<file path="src/rtl/irqc_pkg.sv">
package irqc_pkg;
  parameter int unsigned PRIO_W = 4;
  parameter int unsigned VEC_W  = 8;

  // configuration word field positions
  parameter int unsigned F_PRIO_LSB = 8;
  parameter int unsigned F_POL      = 16;
  parameter int unsigned F_SENSE    = 17;
  parameter int unsigned F_ACT      = 30;
  parameter int unsigned F_MASK     = 31;

  // global register word addresses
  parameter int unsigned A_TPR  = 0;
  parameter int unsigned A_SPUR = 1;
  parameter int unsigned A_ACK  = 2;
  parameter int unsigned A_EOI  = 3;

  typedef struct packed {
    logic              mask;
    logic              sense;
    logic              pol;
    logic [PRIO_W-1:0] prio;
    logic [VEC_W-1:0]  vec;
  } src_cfg_t;
endpackage

</file>
<file path="src/rtl/irqc_src_gate.sv">
module irqc_src_gate
  import irqc_pkg::*;
(
  input  logic     clk_i,
  input  logic     rst_ni,
  input  logic     cfg_we_i,
  input  src_cfg_t cfg_wval_i,
  input  logic     ack_clr_i,
  input  logic     irq_i,
  output src_cfg_t cfg_o,
  output logic     pending_o
);
  src_cfg_t cfg_q;
  logic     prev_q, edge_q, edge_d, act_edge;

  always_comb begin
    act_edge = cfg_q.pol ? (irq_i & ~prev_q) : (~irq_i & prev_q);
    edge_d   = edge_q;
    if (cfg_q.sense) begin
      edge_d = 1'b0;
    end else begin
      if (ack_clr_i) edge_d = 1'b0;
      if (act_edge)  edge_d = 1'b1;
    end
  end

  always_ff @(posedge clk_i or negedge rst_ni) begin
    if (!rst_ni) begin
      cfg_q  <= '{mask: 1'b1, default: '0};
      prev_q <= 1'b0;
      edge_q <= 1'b0;
    end else begin
      if (cfg_we_i) cfg_q <= cfg_wval_i;
      prev_q <= irq_i;
      edge_q <= edge_d;
    end
  end

  assign cfg_o     = cfg_q;
  assign pending_o = cfg_q.sense ? (irq_i == cfg_q.pol) : edge_q;

  // an active edge on an edge-sensed line is latched
  a_r5_edge_latches: assert property (@(posedge clk_i) disable iff (!rst_ni)
    (!cfg_q.sense && act_edge) |=> edge_q);
  // acknowledge without a new edge clears the latch
  a_r5_ack_clears: assert property (@(posedge clk_i) disable iff (!rst_ni)
    (!cfg_q.sense && ack_clr_i && !act_edge) |=> !edge_q);
endmodule

</file>
<file path="src/rtl/irqc_arbiter.sv">
module irqc_arbiter
  import irqc_pkg::*;
#(
  parameter int unsigned NUM_SRC = 8,
  localparam int unsigned IDX_W  = (NUM_SRC > 1) ? $clog2(NUM_SRC) : 1
) (
  input  src_cfg_t           cfg_i [NUM_SRC],
  input  logic [NUM_SRC-1:0] pending_i,
  input  logic [PRIO_W-1:0]  tpr_i,
  input  logic [PRIO_W-1:0]  svc_prio_i,
  output logic               win_valid_o,
  output logic [IDX_W-1:0]   win_idx_o,
  output logic [PRIO_W-1:0]  win_prio_o,
  output logic [VEC_W-1:0]   win_vec_o
);
  logic [PRIO_W-1:0]  floor_prio;
  logic [NUM_SRC-1:0] elig;

  always_comb begin
    floor_prio = (tpr_i > svc_prio_i) ? tpr_i : svc_prio_i;
    for (int i = 0; i < NUM_SRC; i++) begin
      elig[i] = pending_i[i] & ~cfg_i[i].mask & (cfg_i[i].prio > floor_prio);
    end
  end

  // ascending scan with strict compare keeps the lowest index on ties
  always_comb begin
    win_valid_o = 1'b0;
    win_idx_o   = '0;
    win_prio_o  = '0;
    win_vec_o   = '0;
    for (int i = 0; i < NUM_SRC; i++) begin
      if (elig[i] && (!win_valid_o || cfg_i[i].prio > win_prio_o)) begin
        win_valid_o = 1'b1;
        win_idx_o   = IDX_W'(i);
        win_prio_o  = cfg_i[i].prio;
        win_vec_o   = cfg_i[i].vec;
      end
    end
  end
endmodule

</file>
<file path="src/rtl/irqc_svc_stack.sv">
module irqc_svc_stack
  import irqc_pkg::*;
#(
  parameter int unsigned NUM_SRC = 8,
  localparam int unsigned IDX_W  = (NUM_SRC > 1) ? $clog2(NUM_SRC) : 1,
  localparam int unsigned DEPTH  = (1 << PRIO_W) - 1,
  localparam int unsigned CNT_W  = $clog2(DEPTH + 1)
) (
  input  logic               clk_i,
  input  logic               rst_ni,
  input  logic               push_i,
  input  logic [IDX_W-1:0]   push_idx_i,
  input  logic [PRIO_W-1:0]  push_prio_i,
  input  logic               pop_i,
  output logic [PRIO_W-1:0]  top_prio_o,
  output logic [NUM_SRC-1:0] active_o,
  output logic [CNT_W-1:0]   count_o
);
  logic [IDX_W-1:0]  idx_q  [DEPTH];
  logic [PRIO_W-1:0] prio_q [DEPTH];
  logic [CNT_W-1:0]  cnt_q, cnt_d;
  logic              cnt_en;
  logic              full, empty;

  assign full  = (cnt_q == CNT_W'(DEPTH));
  assign empty = (cnt_q == '0);

  always_comb begin
    cnt_d  = cnt_q;
    cnt_en = 1'b0;
    if (push_i && !full) begin
      cnt_d  = cnt_q + 1'b1;
      cnt_en = 1'b1;
    end else if (pop_i && !empty) begin
      cnt_d  = cnt_q - 1'b1;
      cnt_en = 1'b1;
    end
  end

  always_ff @(posedge clk_i or negedge rst_ni) begin
    if (!rst_ni)     cnt_q <= '0;
    else if (cnt_en) cnt_q <= cnt_d;
  end

  for (genvar k = 0; k < DEPTH; k++) begin : g_slot
    logic slot_we;
    assign slot_we = push_i && !full && (cnt_q == CNT_W'(k));
    always_ff @(posedge clk_i or negedge rst_ni) begin
      if (!rst_ni) begin
        idx_q[k]  <= '0;
        prio_q[k] <= '0;
      end else if (slot_we) begin
        idx_q[k]  <= push_idx_i;
        prio_q[k] <= push_prio_i;
      end
    end
  end

  always_comb begin
    top_prio_o = '0;
    active_o   = '0;
    for (int k = 0; k < DEPTH; k++) begin
      if (CNT_W'(k) < cnt_q)      active_o[idx_q[k]] = 1'b1;
      if (CNT_W'(k + 1) == cnt_q) top_prio_o = prio_q[k];
    end
  end

  assign count_o = cnt_q;

  // a nested acknowledge always outranks the line it preempts
  a_r10_push_outranks: assert property (@(posedge clk_i) disable iff (!rst_ni)
    (push_i && !empty) |-> (push_prio_i > top_prio_o));
  // strictly rising priorities can never overflow the stack
  a_r10_no_overflow: assert property (@(posedge clk_i) disable iff (!rst_ni)
    push_i |-> !full);
  // end-of-interrupt retires exactly one entry
  a_r11_pop_one: assert property (@(posedge clk_i) disable iff (!rst_ni)
    (pop_i && !push_i && !empty) |=> (cnt_q == $past(cnt_q) - 1'b1));
  // end-of-interrupt on an empty stack does nothing
  a_r11_pop_empty: assert property (@(posedge clk_i) disable iff (!rst_ni)
    (pop_i && !push_i && empty) |=> (cnt_q == '0));
endmodule

</file>
<file path="src/rtl/irqc_top.sv">
module irqc_top
  import irqc_pkg::*;
#(
  parameter int unsigned NUM_SRC = 8,
  parameter int unsigned ADDR_W  = 4,
  localparam int unsigned IDX_W  = (NUM_SRC > 1) ? $clog2(NUM_SRC) : 1,
  localparam int unsigned SEL_W  = ADDR_W - 1,
  localparam int unsigned CNT_W  = $clog2((1 << PRIO_W))
) (
  input  logic               clk_i,
  input  logic               rst_ni,
  input  logic [NUM_SRC-1:0] irq_src_i,
  input  logic               reg_wr_i,
  input  logic               reg_rd_i,
  input  logic [ADDR_W-1:0]  reg_addr_i,
  input  logic [31:0]        reg_wdata_i,
  output logic [31:0]        reg_rdata_o,
  output logic               irq_req_o
);
  // reset: asserted asynchronously, released after two clock edges
  logic [1:0] rst_sync_q;
  logic       rst_n;
  always_ff @(posedge clk_i or negedge rst_ni) begin
    if (!rst_ni) rst_sync_q <= 2'b00;
    else         rst_sync_q <= {rst_sync_q[0], 1'b1};
  end
  assign rst_n = rst_sync_q[1];

  // bus decode
  logic               src_hit, ack_fire, eoi_fire, tpr_we, spur_we;
  logic [SEL_W-1:0]   src_sel;
  logic [NUM_SRC-1:0] cfg_we;
  src_cfg_t           cfg_wval;
  logic               wdata_unused;

  assign src_hit  = reg_addr_i[ADDR_W-1];
  assign src_sel  = reg_addr_i[SEL_W-1:0];
  assign ack_fire = reg_rd_i && !src_hit && (reg_addr_i == ADDR_W'(A_ACK));
  assign eoi_fire = reg_wr_i && !src_hit && (reg_addr_i == ADDR_W'(A_EOI));
  assign tpr_we   = reg_wr_i && !src_hit && (reg_addr_i == ADDR_W'(A_TPR));
  assign spur_we  = reg_wr_i && !src_hit && (reg_addr_i == ADDR_W'(A_SPUR));

  always_comb begin
    cfg_wval.mask  = reg_wdata_i[F_MASK];
    cfg_wval.sense = reg_wdata_i[F_SENSE];
    cfg_wval.pol   = reg_wdata_i[F_POL];
    cfg_wval.prio  = reg_wdata_i[F_PRIO_LSB +: PRIO_W];
    cfg_wval.vec   = reg_wdata_i[VEC_W-1:0];
  end
  assign wdata_unused = ^{reg_wdata_i[30:18], reg_wdata_i[15:12]};

  // global registers
  logic [PRIO_W-1:0] tpr_q;
  logic [VEC_W-1:0]  spur_q;
  always_ff @(posedge clk_i or negedge rst_n) begin
    if (!rst_n) begin
      tpr_q  <= '1;
      spur_q <= '1;
    end else begin
      if (tpr_we)  tpr_q  <= reg_wdata_i[PRIO_W-1:0];
      if (spur_we) spur_q <= reg_wdata_i[VEC_W-1:0];
    end
  end

  // per-line capture
  src_cfg_t           cfg [NUM_SRC];
  logic [NUM_SRC-1:0] pending, ack_clr, mask_vec;
  logic               win_valid, push;
  logic [IDX_W-1:0]   win_idx;
  logic [PRIO_W-1:0]  win_prio, svc_prio;
  logic [VEC_W-1:0]   win_vec;
  logic [NUM_SRC-1:0] active;
  logic [CNT_W-1:0]   svc_cnt;

  assign push = ack_fire && win_valid;

  for (genvar i = 0; i < NUM_SRC; i++) begin : g_src
    assign cfg_we[i]   = reg_wr_i && src_hit && (src_sel == SEL_W'(i));
    assign ack_clr[i]  = push && (win_idx == IDX_W'(i));
    assign mask_vec[i] = cfg[i].mask;
    irqc_src_gate u_gate (
      .clk_i      (clk_i),
      .rst_ni     (rst_n),
      .cfg_we_i   (cfg_we[i]),
      .cfg_wval_i (cfg_wval),
      .ack_clr_i  (ack_clr[i]),
      .irq_i      (irq_src_i[i]),
      .cfg_o      (cfg[i]),
      .pending_o  (pending[i])
    );
  end

  irqc_arbiter #(.NUM_SRC(NUM_SRC)) u_arb (
    .cfg_i       (cfg),
    .pending_i   (pending),
    .tpr_i       (tpr_q),
    .svc_prio_i  (svc_prio),
    .win_valid_o (win_valid),
    .win_idx_o   (win_idx),
    .win_prio_o  (win_prio),
    .win_vec_o   (win_vec)
  );

  irqc_svc_stack #(.NUM_SRC(NUM_SRC)) u_stack (
    .clk_i       (clk_i),
    .rst_ni      (rst_n),
    .push_i      (push),
    .push_idx_i  (win_idx),
    .push_prio_i (win_prio),
    .pop_i       (eoi_fire),
    .top_prio_o  (svc_prio),
    .active_o    (active),
    .count_o     (svc_cnt)
  );

  // read mux
  always_comb begin
    reg_rdata_o = '0;
    if (src_hit) begin
      for (int i = 0; i < NUM_SRC; i++) begin
        if (src_sel == SEL_W'(i)) begin
          reg_rdata_o[F_MASK]                   = cfg[i].mask;
          reg_rdata_o[F_ACT]                    = active[i];
          reg_rdata_o[F_SENSE]                  = cfg[i].sense;
          reg_rdata_o[F_POL]                    = cfg[i].pol;
          reg_rdata_o[F_PRIO_LSB +: PRIO_W]     = cfg[i].prio;
          reg_rdata_o[VEC_W-1:0]                = cfg[i].vec;
        end
      end
    end else begin
      case (reg_addr_i)
        ADDR_W'(A_TPR):  reg_rdata_o[PRIO_W-1:0] = tpr_q;
        ADDR_W'(A_SPUR): reg_rdata_o[VEC_W-1:0]  = spur_q;
        ADDR_W'(A_ACK):  reg_rdata_o[VEC_W-1:0]  = win_valid ? win_vec : spur_q;
        default:         reg_rdata_o = '0;
      endcase
    end
  end

  assign irq_req_o = win_valid;

  // a masked line is never taken by an acknowledge
  a_r3_masked_not_taken: assert property (@(posedge clk_i) disable iff (!rst_n)
    push |-> !mask_vec[win_idx]);
  // the winner lies above the task priority
  a_r6_above_task: assert property (@(posedge clk_i) disable iff (!rst_n)
    win_valid |-> (win_prio > tpr_q));
  // the winner lies above the line in service
  a_r10_above_service: assert property (@(posedge clk_i) disable iff (!rst_n)
    win_valid |-> (win_prio > svc_prio));
  // an acknowledged line shows active afterwards
  a_r8_ack_marks_active: assert property (@(posedge clk_i) disable iff (!rst_n)
    push |=> active[$past(win_idx)]);
  // an empty acknowledge leaves the in-service stack alone
  a_r9_spurious_no_change: assert property (@(posedge clk_i) disable iff (!rst_n)
    (ack_fire && !win_valid) |=> $stable(svc_cnt));
  // a request needs an unmasked pending line
  a_r12_req_has_source: assert property (@(posedge clk_i) disable iff (!rst_n)
    irq_req_o |-> |(pending & ~mask_vec));
endmodule

</file>
<file path="config.mk">
export PLATFORM = sky130hd
export DESIGN_NAME = irqc_top
export DESIGN_NICKNAME = d
export VERILOG_FILES = /design/src/rtl/irqc_pkg.sv /design/src/rtl/irqc_src_gate.sv /design/src/rtl/irqc_arbiter.sv /design/src/rtl/irqc_svc_stack.sv /design/src/rtl/irqc_top.sv
export SDC_FILE = /design/constraint.sdc
export NUM_CORES = 1
export LEC_CHECK = 0
export BUFFER_PORTS_ARGS = -buffer_cell sky130_fd_sc_hd__buf_2
export CAP_MARGIN = 30
export CELL_PAD_IN_SITES_DETAIL_PLACEMENT = 0
export CELL_PAD_IN_SITES_GLOBAL_PLACEMENT = 1
export CORE_MARGIN = 2
export CORE_UTILIZATION = 44
export CTS_CLUSTER_SIZE = 10
export DETAILED_ROUTE_END_ITERATION = 6
export GPL_TIMING_DRIVEN = 0
export PLACE_DENSITY_LB_ADDON = 0.05
export SLEW_MARGIN = 0
export SYNTH_ARGS = -nofsm -noshare
export SYNTH_HDL_FRONTEND = slang
export SYNTH_SLANG_ARGS = --single-unit
</file>
<file path="constraint.sdc">
create_clock -name clk_i -period 46.8 [get_ports clk_i]
set_clock_uncertainty 0.15 [all_clocks]
set_input_delay 9.36 -clock clk_i [delete_from_list [all_inputs] [get_ports clk_i]]
set_output_delay 9.36 -clock clk_i [all_outputs]
set_load 0.02 [all_outputs]
</file>
### Word-level counts from Yosys, hierarchy flattened

Index checks and enable logic that the tools add are counted.

* register bits after elaboration: 259
* input bits: 48
* output and inout bits: 33
* logic and storage cells: 538

* $add $sub $neg: 2
* magnitude comparators: 61
* equal/unequal tests: 55
* multiplexer cells: 166
* bitwise logic cells: 70
* reduce and logical (&&, ||, !) cells: 94

Operators by type and width (number)
* $mux W8: 24
* $or A8 B8 Y8: 14
* $mux W12: 9
* $mux W4: 26
* $mux W1: 66
* $gt A4 B4 Y1: 16
* $logic_and A1 B1 Y1: 63
* $lt A3 B4 Y1 const B: 15
* $demux W1 S3: 15
* $ge A3 B1 Y1 const B: 15
* $mux W2: 20
* $and A1 B1 Y1: 32
* $eq A4 B4 Y1 const A: 8
* $eq A4 B4 Y1 const B: 8
* $lt A4 B4 Y1 const A: 7
* $eq A3 B3 Y1 const B: 8
* $not A1 Y1: 24
* $reduce_bool A3 Y1: 8
* $eq A3 B4 Y1 const A: 4
* $eq A4 B2 Y1 const B: 4
* $eq A4 B3 Y1 const B: 4
* $lt A3 B4 Y1 const A: 4
* $eq A3 B2 Y1 const B: 4
* $mux W3: 4
* other kinds (17): 46

### Logic depth before layout (Yosys ltp)

* word-level depth: 54
* gate-level depth with buffers: 87
* gate-level depth less buffers: 78

### By module

Synthesis repeated with hierarchy kept, for this count alone.

* cell total of the unflattened synthesis: 1661
* area, all modules: 17533.1 um^2

By module, submodules not included
* irqc_svc_stack: instances 1, cells each 617, area an instance 6282.3 um^2, sequential area each 2727.6 um^2
* irqc_src_gate: instances 8, cells each 40, area an instance 709.4 um^2, sequential area each 426.7 um^2
* irqc_arbiter: instances 1, cells each 445, area an instance 3235.6 um^2, sequential area each 0.0 um^2
* irqc_top: instances 1, cells each 279, area an instance 2339.7 um^2, sequential area each 365.4 um^2

### Worst setup path after synthesis

OpenSTA, ideal clock, no wires.

* path kind: input port to output port
* from: in irq_src_i[0]
* to: out reg_rdata_o[4]
* arrival time: 20963 ps
* data required time: 37290 ps
* setup slack: 16327 ps
* stages on the path: 62
* buffers on the path: 8
* cells stage by stage: xnor2_1 -> mux2i_1 -> a211oi_2 -> buf_4 -> nand2_1 -> ha_1 -> and4_1 -> a21o_1 -> a21oi_1 -> a22o_1 -> inv_1 -> ha_1 -> and3b_1 -> a2111oi_0 -> o22ai_2 -> and2_1 -> buf_6 -> o21ai_0 -> [26 not listed] -> nor2b_1 -> o21a_1 -> o21a_1 -> o21ai_0 -> a2bb2oi_1 -> clkbuf_1 -> clkbuf_1 -> o22ai_1 -> ha_1 -> nor2b_1 -> o21a_1 -> o21a_1 -> o21ai_0 -> a21oi_2 -> buf_4 -> nor2_1 -> o21ai_0 -> o21ai_0

* cells in the longest elaborated chain, start to end: 36
* elaborated cells on any way between the ends: 58
* classes of those cells: 7 x order compare; 1 x eq/ne; 27 x mux; 2 x bitwise; 21 x reduce/logical

Ends and longest elaborated chain
* start: declaration: RTL line irqc_top.sv:12 `input logic [NUM_SRC-1:0] irq_src_i,`
* $eq A1 B1 Y1 *: RTL line irqc_src_gate.sv:40 `assign pending_o = cfg_q.sense ? (irq_i == cfg_q.pol) : edge_q;`
* $mux W1 *: RTL line irqc_src_gate.sv:40
* $and A1 B1 Y1 * (2 in a row): RTL line irqc_arbiter.sv:22 `elig[i] = pending_i[i] & ~cfg_i[i].mask & (cfg_i[i].prio > floor_prio);`
* $mux W4 / $mux W1 (equally long branches): RTL line irqc_arbiter.sv:33 `if (elig[i] && (!win_valid_o || cfg_i[i].prio > win_prio_o)) begin`
* $gt A4 B4 Y1 / $logic_not A1 Y1 (equally long branches): RTL line irqc_arbiter.sv:33
* $logic_or A1 B1 Y1: RTL line irqc_arbiter.sv:33
* $logic_and A1 B1 Y1: RTL line irqc_arbiter.sv:33
* $mux W4 / $mux W1 (equally long branches): RTL line irqc_arbiter.sv:33
* [19 not listed]
* $mux W4 / $mux W1 (equally long branches): RTL line irqc_arbiter.sv:33
* $gt A4 B4 Y1 / $logic_not A1 Y1 (equally long branches): RTL line irqc_arbiter.sv:33
* $logic_or A1 B1 Y1: RTL line irqc_arbiter.sv:33
* $logic_and A1 B1 Y1: RTL line irqc_arbiter.sv:33
* $mux W8 / $mux W1 (equally long branches): RTL line irqc_arbiter.sv:33
* $mux W8 *: RTL line irqc_top.sv:134 `ADDR_W'(A_ACK): reg_rdata_o[VEC_W-1:0] = win_valid ? win_vec : spur_q;`
* $pmux W4 S2 *: RTL line irqc_top.sv:131 `case (reg_addr_i)`
* $mux W12 *: RTL line irqc_top.sv:119 `if (src_hit) begin`
* end: declaration: RTL line irqc_top.sv:17 `output logic [31:0] reg_rdata_o,`

Mark *: on every way between the ends. The rest lies on a longest branch, timed or not.

### Final worst setup path

* from: in irq_src_i[0]
* to: out reg_rdata_o[7]

Same word-level chain as after synthesis.

==> impl_metrics.py <==
metrics = {
    "flow_run": {
        "maxCapViolCount": 0,
    },
    "clocking": {
        "clk_path_buf_depth": 3,
        "cts_tree": "done",
        "cts_resized": 0,
        "htreeDepth": 2,
        "path_clk_slew_ns": 0.06,
        "clk_latency_ns": 0.56,
        "clock-sinks": 259,
        "cts_setup_buffers": 0,
        "postCtsHoldBufs": 0,
        "cts_root_buf": "clkbuf_16",
        "cts_buffers": 34,
    },
    "final_layout": {
        "seqCellArea_mm2": 0.00651,
        "drive_above_1_share_pct": 19.7,
        "final_cells": 2239,
        "multi_input_area_mm2": 0.00883,
        "final_area_mm2": 0.0180,
        "fillerInstances": 3418,
        "fin_util_pct": 50.5,
        "layout_common_cells": "dfrtp_1, nor2_1, mux2_2, nand2_1, a21oi_1",
        "finalNetCount": 1872,
        "syn2layout_area_growth_pct": 12.7,
        "diodes": 0,
        "final_common_cell": "dfrtp_1",
    },
    "timing": {
        "finalSetupTns_ns": 0,
        "final.min_clock_period_ns": 33.18,
        "finalHoldViolCount": 0,
        "maxSlewViolCount": 0,
        "setup_viol": 0,
        "worst_slack_ns": 13.62,
        "fmaxAchievable_mhz": 30.1,
        "tightest_slew_ns": 1.07,
        "slew_headroom_pct": 28.3,
        "grt_setup_unrepaired": "no",
        "period_share_pct": 70.9,
    },
    "synth": {
        "synth_top_cell_by_area": "dfrtp_1",
        "synth_top_area_share_pct": 37.4,
        "synth_ff_type": "dfrtp_1",
        "synth-edff-count": 0,
        "ys_seq_area_share_pct": 40.7,
        "synth_area_leaders": "dfrtp_1, mux2_2, ha_1",
        "yosysWarnings": 0,
        "synthCells": 1654,
        "syn_area_mm2": 0.0160,
        "async_flop_share_pct": 100,
        "synth-seq-cells": 259,
        "ys_types": 85,
        "synth.avg_cell_area_um2": 9.67,
    },
    "setup_path": {
        "worstPathMaxFanout": 10,
        "slowest_stage": "clkbuf_1",
        "start_kind": "input pin",
        "path_common_cell": "o21a_1",
        "crit_type": "input pin to output port",
        "cp.required_ns": 37.29,
        "crit_path_end_kind": "output port",
        "slowest_delay_ns": 0.62,
        "crit_arrival_ns": 23.67,
    },
    "routing": {
        "drc": 0,
        "wire_per_inst_um": 23.5,
        "first_pass_iters": 5,
        "totalWireLength_um": 52700,
        "ant_nets": 0,
        "vias": 13600,
        "first_iter_violations": 1024,
        "viasPerCell": 6.09,
    },
    "global_routing": {
        "grt.busiest_layer": "met2",
        "grt.total_usage_pct": 28.1,
        "grt_use_met2_pct": 47.8,
        "grtUsageMet3_pct": 3.70,
        "grt_pass1_wl_um": 82300,
        "grt_antenna_before_repair": 0,
        "overflow": 0,
        "use_met1_pct": 36.7,
        "grt_max_degree": 57,
        "grt_pass1_vias": 13500,
    },
    "die": {
        "core_mm2": 0.0357,
        "die_h_um": 195,
        "rows": 69,
        "pin_count": 81,
        "start_util_pct": 44.8,
        "dieArea_mm2": 0.0379,
        "die_x_um": 195,
    },
    "place": {
        "dpl.hpwl_um": 40100,
        "placed_cell_area_mm2": 0.0170,
        "gp_congestion": 0.911,
        "place_inst": 2179,
        "port_buffers": 41,
        "pre_cts_slack_ns": 13.60,
    },
    "min_path": {
        "hp-class": "register to asynchronous set/reset pin",
    },
    "power": {
        "peakVddDrop_uv": 41.9,
        "power.density_mw_per_mm2": 85.4,
        "p_leak_nw": 7.54,
    },
    "run_status": {
        "status": "finished, final reports clean",
    },
}
final timing paths:
path                               startpoint                  endpoint  slack (ns)  cells past startpoint
min reg2reg                     rst_sync_q[1]  g_src[7].u_gate.cfg_o[6]        0.17                      0
max reg2reg                u_stack.count_o[0]          u_stack.idx_q[1]       27.42                     81
min in group clk_i              rst_sync_q[0]             rst_sync_q[1]        0.20                      0
min                             rst_sync_q[1]  g_src[7].u_gate.cfg_o[6]        0.17                      0
max in group asynchronous              rst_ni             rst_sync_q[1]       37.96                      1
max                              irq_src_i[0]            reg_rdata_o[7]       13.62                     65
where the power goes:
group | switching (mW) | internal, mW | total [mW]
combinational | 0.606 | 0.350 | 0.956
sequential | 0.0534 | 0.281 | 0.335
clock | 0.104 | 0.144 | 0.248
logic make-up (layout without fill, tap and decap cells):
logic type | Yosys count | after routing | share of synthesized area [%]
other | 2 | 17 | 0.0470
adders and majority gates | 69 | 69 | 5.40
xor gates and xnor gates | 10 | 10 | 0.548
muxes | 172 | 172 | 12.9
DFF | 259 | 259 | 40.7
buffers and inverters | 152 | 261 | 4.41
and+or+nand+nor | 523 | 523 | 15.9
AOI/OAI and AO/OA | 467 | 467 | 20.1
state kept, by name, indices dropped and copies added, names as in the netlist:
name and count:
u_stack.prio_q 60, g_src.u_gate.edge_q 8, u_stack.count_o 4, g_src.u_gate.cfg_o 120
rst_sync_q 2, g_src.u_gate.prev_q 8, spur_q 8, tpr_q 4
u_stack.idx_q 45
area by class of cell:
type                            instances  area share, %
Buffer                                122           3.28
Clock buffer                           52           5.43
Tap cell                              461           3.20
Timing Repair Buffer                   50           2.00
Multi-Input combinational cell       1258           49.0
Sequential cell                       259           36.1
Clock inverter                          7          0.312
Inverter                               30          0.625
cell usage after synthesis, types with 7 or more instances:
| cell | number |
|---|---|
| o221ai_1 | 14 |
| nand4_1 | 16 |
| buf_4 | 24 |
| nand2b_1 | 8 |
| a31oi_1 | 78 |
| buf_2 | 17 |
| nor3b_1 | 18 |
| o22ai_1 | 11 |
| nand2_1 | 123 |
| o21ai_0 | 88 |
| nand3b_1 | 22 |
| o21a_1 | 16 |
| dfstp_2 | 20 |
| nor2_1 | 188 |
| a21o_1 | 7 |
| nor2b_1 | 28 |
| and3_1 | 8 |
| mux2_2 | 140 |
| buf_1 | 16 |
| xnor2_1 | 10 |
| nand3_1 | 30 |
| a211oi_1 | 7 |
| a21oi_1 | 94 |
| nor3_1 | 29 |
| a221o_1 | 12 |
| dfrtp_1 | 239 |
| clkbuf_1 | 62 |
| inv_1 | 29 |
| o211ai_1 | 20 |
| mux2i_1 | 18 |
| ha_1 | 69 |
| o31ai_1 | 7 |
| a22o_1 | 15 |
| a41o_1 | 8 |
| nor4_1 | 15 |
| a221oi_1 | 20 |
| mux4_2 | 13 |
critical path: cells and delay by family:
kind	cells	cell delay, ns
compound gates	34	7.35
xor+xnor	1	0.14
fa+ha+maj	7	1.98
buf+inv	11	2.84
mux	1	0.12
simple gates	11	1.85
per-stage QoR:
| step | hold slack (ns) | total power, mW |
|---|---|---|
| final | 0.169 | 1.54 |
| after global routing | 0.215 | 1.66 |
| after CTS | 0.183 | 1.54 |
| after detailed placement | 0.187 | 1.29 |
| after global placement | 0.187 | 1.26 |
| after floorplan | 0.181 | 0.988 |
layer usage:
| metal | share of wire [%] | vias up |
|---|---|---|
| li1 | - | 6380 |
| met4 | 3.1 | 0 |
| met3 | 4.7 | 93 |
| met2 | 49 | 389 |
| met1 | 43 | 6783 |
| met5 | 0 | - |
Note: power is estimated with default switching activity, not from simulation.
